## src/rtl/zc_commutation_timer.sv

```systemverilog
module zc_commutation_timer #(
  parameter int CNT_W = 8,
  parameter int WGT_W = 8
) (
  input  logic             clk,
  input  logic             rst_n,
  input  logic             tick_en,
  input  logic             zc_strobe,
  input  logic [WGT_W-1:0] weight,
  output logic [CNT_W-1:0] interval_cur,
  output logic [CNT_W-1:0] interval_prev,
  output logic [CNT_W-1:0] comm_delay,
  output logic             comm_strobe,
  output logic             timer_full
);
  localparam int PROD_W = CNT_W + WGT_W;
  localparam logic [CNT_W-1:0] CNT_MAX = {CNT_W{1'b1}};

  logic [CNT_W-1:0]  count;
  logic              armed;
  logic [PROD_W-1:0] product;
  logic              fire;

  assign product    = PROD_W'(weight) * PROD_W'(interval_cur);
  assign comm_delay = product[PROD_W-1:WGT_W];
  assign timer_full = (count == CNT_MAX);
  assign fire       = armed && !zc_strobe && (count >= comm_delay);

  always_ff @(posedge clk) begin
    if (!rst_n) begin
      count         <= '0;
      interval_cur  <= '0;
      interval_prev <= '0;
      armed         <= 1'b0;
      comm_strobe   <= 1'b0;
    end else begin
      comm_strobe <= fire;
      if (zc_strobe) begin
        interval_prev <= interval_cur;
        interval_cur  <= count;
        count         <= '0;
        armed         <= 1'b1;
      end else begin
        if (tick_en && !timer_full) count <= count + 1'b1;
        if (fire) armed <= 1'b0;
      end
    end
  end
endmodule


```

## config.mk

```make
export PLATFORM = sky130hd
export DESIGN_NAME = zc_commutation_timer
export DESIGN_NICKNAME = d
export VERILOG_FILES = /design/src/rtl/zc_commutation_timer.sv
export SDC_FILE = /design/constraint.sdc
export NUM_CORES = 1
export LEC_CHECK = 0
export ABC_CLOCK_PERIOD_IN_PS = 16900
export BUFFER_PORTS_ARGS = -buffer_cell sky130_fd_sc_hd__buf_2
export CORE_MARGIN = 1
export CORE_UTILIZATION = 55
export DETAILED_ROUTE_END_ITERATION = 10
export GPL_ROUTABILITY_DRIVEN = 0
export PLACE_DENSITY_LB_ADDON = 0.2
export SYNTH_ARGS = -nofsm -noshare
export SYNTH_HDL_FRONTEND = slang
export SYNTH_SLANG_ARGS = --single-unit
export TNS_END_PERCENT = 50
```

## constraint.sdc

```tcl
create_clock -name clk -period 16.9 [get_ports clk]
set_input_delay 5.07 -clock clk [delete_from_list [all_inputs] [get_ports clk]]
set_output_delay 5.07 -clock clk [all_outputs]
set_load 0.02 [all_outputs]
```

# Word-level counts from Yosys, hierarchy flattened
# Index checks and enable logic that the tools add are counted.
# totals
reg_bits	26
latch_bits	0
mem_bits_rw	0
mem_bits_ro	0
in_bits	12
out_inout_bits	26
n_memories	0
# classes
n_addsub	1
multipliers	1
div_mod_pow	0
order_cmp	1
eq_ne	1
n_shift	0
n_mux	2
bitwise	1
reduce_logical	7
# op_table
op	n
$mul A8 B8 Y16	1
$add A8 B1 Y8 const B	1
$eq A8 B8 Y1 const B	1
$ge A8 B8 Y1	1
$logic_and A1 B1 Y1	3
$logic_not A1 Y1	2
$mux W1	2
$reduce_bool A2 Y1	1
$reduce_or A2 Y1	1
$not A1 Y1	1

# Longest topological paths before layout
# logic_depth
ltp_word	5
depth_mapped	22
ltp_nobuf	21

# Least setup slack after synthesis
# No wires, ideal clock.
# synth_path
path_type	in2out
startpoint	in weight[2]
endpoint	out comm_delay[7]
arrival_ps	8889
path_slack_ps	2941
cell_stages	13
cell_sequence	and2_1 -> fa_1 -> fa_1 -> fa_1 -> inv_1 -> fa_1 -> inv_1 -> ha_1 -> a21oi_1 -> nand2_1 -> a221oi_4 -> o211ai_2 -> xor2_1
# synth_via
elab_chain_len	1
# synth_rtl
element	line_no	source
start: declaration	9	input logic [WGT_W-1:0] weight,
$mul A8 B8 Y16	24	assign product = PROD_W'(weight) * PROD_W'(interval_cur);
end: declaration	12	output logic [CNT_W-1:0] comm_delay,
# Every way passes these cells.

# Worst setup path after layout
# layout_path
startpoint	in weight[1]
endpoint	out comm_delay[7]
# The elaborated chain is that of the path after synthesis.

==> flow_summary.yaml <==
run_status:
  run_status: "finished clean"
route:
  drt_iter0_drc: 93
  drcViolationCount: 0
  first_pass_iters: 4
  drtAntennaViolNets: 0
  avgViaCountPerCell: 5.31
  wirelength_mm: 6.76
  vias: 2401
  wl_per_cell_um: 14.9
placed_design:
  postPlaceCellArea_sq_um: 3480
  portBuffers: 37
  dp.final_hpwl_mm: 5.48
cells_and_area:
  final_common_cell: "and2_1"
  layout_common_cells: "51 x and2_1, 48 x inv_1, 42 x ha_1"
  drive_above_1_share: 0.132
  area_growth_syn_to_layout_pct: 9.07
  final_nets: 470
  diodes: 0
  final_util: 0.631
  stdcell_area_sq_um: 3540
yosys:
  postSynthAreaPerCell_sq_um: 9.32
  syn_area_sq_um: 3240
  yosysUniqueCellTypes: 43
  yosys_warnings: 0
  synth_edf_count: 0
  ys_seq_area_frac: 0.161
  syn_inst: 348
  synth_area_leaders: "fa_1 22%, ha_1 16%, dfxtp_1 16%"
  synth-seq-cells: 26
  synth_ff_type: "dfxtp_1"
  post-synth-top-area-cell: "fa_1"
  syn-num-nets: 437
  async_reset_ff_frac: 0
  synth_top_area_share: 0.216
clock_network:
  post_cts_resize_count: 0
  cts_sinks: 26
  root_buffer: "clkbuf_8"
  clock_latency_ns: 0.27
  postCtsSetupRepairBufs: 0
  clkTransAtPathRegs_ns: 0.08
  htreeDepth: 1
  clock_path_buffers: 2
  cts_buffers: 3
  holdBufCountCts: 0
  cts_tree: "built"
critical_path:
  startpoint_type: "input pin"
  cp-end-kind: "output port"
  critical_path_class: "in2out"
  worst-path-max-fanout: 7
  worstPathArrival_ns: 9.24
  ff2ff_path_depth: 19
  r2r_slack_ns: 11.45
  critical_path_required_ns: 11.83
  r2r-end: "comm_strobe$_SDFF_PN0_"
  r2r-start: "interval_cur[6]$_SDFFE_PN0P_"
grt:
  grt_max_degree: 22
  overflow: 0
  antenna_found_initial: 0
  grt_usage: 0.242
  grt_pass1_vias: 2533
  grt_first_pass_wirelength_mm: 11.7
min_path:
  hold_class: "reg2reg"
  hold_depth: 2
  hold_start: "armed$_SDFFE_PN0P_"
  min_to: "comm_strobe$_SDFF_PN0_"
timing:
  clock_skew_ns: 0.00703
  fin_crit_ns: 14.31
  max_freq_ghz: 0.0699
  tightest_slew_ns: 0.508
  max-slew-margin-rel: 0.661
  drv_slew: 0
  grt_setup_unrepaired: "no"
  hold_violations: 0
  setup_viol: 0
  period_share: 0.847
  hold_slack_ns: 0.510
  timing.setup.tns_ns: 0
floorplanning:
  core-area_sq_um: 5610
  dieHeight_um: 78.8
  rows: 27
  die_area_sq_um: 6210
  ios: 38
  fp.dieW_um: 78.8
  start_util: 0.578
power_and_ir_drop:
  p_total_uw: 112
  cellPowerDensity_nw_per_um2: 31.8
  vdd_drop_max_uv: 41.5
  p_leak_nw: 1.97
job:
  cap_violations: 0
==> Yosys cell counts (2+ instances only) <==
library cell and instances:
and2_1 51, inv_1 48, ha_1 42, fa_1 35
dfxtp_1 26, mux2i_1 18, nor2b_1 17, nand2_1 15
nor2_1 13, a21oi_1 9, xnor2_1 8, xor2_1 7
clkbuf_1 6, nand3_1 6, o21ai_0 5, a21o_1 4
and3_1 3, nand4_1 3, a221o_1 2, buf_2 2
nand2b_1 2, o21a_1 2, o21ai_1 2, or2_1 2
or3_1 2
==> area by class of cell <==
type | count | area, sq um
clock buffer | 4 | 55.1
tap | 72 | 90.1
sequential | 26 | 520
fill | 513 | 2070
inverter | 48 | 180
timing repair buffer | 37 | 185
multi-input combinational | 265 | 2500
==> where the power goes <==
| group | switching, mW | total [mW] | internal (mW) | leakage [nW] |
|---|---|---|---|---|
| logic | 0.00576 | 0.00973 | 0.00397 | 1.73 |
| clock network | 0.0195 | 0.0404 | 0.0209 | 0.0288 |
| registers | 0.000649 | 0.0623 | 0.0617 | 0.210 |
| total | 0.0260 | 0.112 | 0.0865 | 1.97 |
==> cell families after synthesis <==
family,count (synthesis),synth area share
and+or+nand+nor,120,0.212
DFF,26,0.161
AOI/OAI and AO/OA,35,0.0861
buffers and inverters,57,0.0668
xor gates and xnor gates,15,0.0405
adders and majority gates,77,0.378
muxes,18,0.0556
==> worst max-delay path: stages <==
cell and delay [ns]:
buf_2 0.14, and2_1 0.18, fa_1 0.50, fa_1 0.53, fa_1 0.55, inv_1 0.06, fa_1 0.53, inv_1 0.04
ha_1 0.34, nand2_1 0.10, a211oi_1 0.39, a221oi_4 0.16, o211ai_2 0.25, xor2_1 0.21, buf_2 0.20
==> through the flow <==
step / instances / setup slack (ns)
after floorplan: 348 / 2.94
after global placement: 448 / 2.69
after detailed placement: 448 / 2.60
after CTS: 452 / 2.58
after global routing: 452 / 2.35
final: 452 / 2.59
==> registers in the layout, summed over array words and instances (netlist names) <==
register	cells
armed	1
comm_strobe	1
count	8
interval_prev	8
interval_cur	8
==> layer usage <==
| layer | global-route usage | wire [um] |
|---|---|---|
| met5 | 0 | 0 |
| met4 | 0.0444 | 108 |
| met3 | 0.0345 | 188 |
| met2 | 0.429 | 3350 |
| met1 | 0.314 | 3110 |
==> worst max-delay path by stage <==
stage	cells past startpoint	slack (ns)	startpoint	endpoint
3_5_place_dp	15	2.60	weight[1]	comm_delay[7]
2_1_floorplan	13	2.94	weight[2]	comm_delay[7]
3_3_place_gp	15	2.69	weight[1]	comm_delay[7]
4_1_cts	15	2.58	weight[1]	comm_delay[7]
6_report	15	2.59	weight[1]	comm_delay[7]
5_1_grt	15	2.35	weight[1]	comm_delay[7]
No activity file was read; power rests on OpenSTA's default activity.
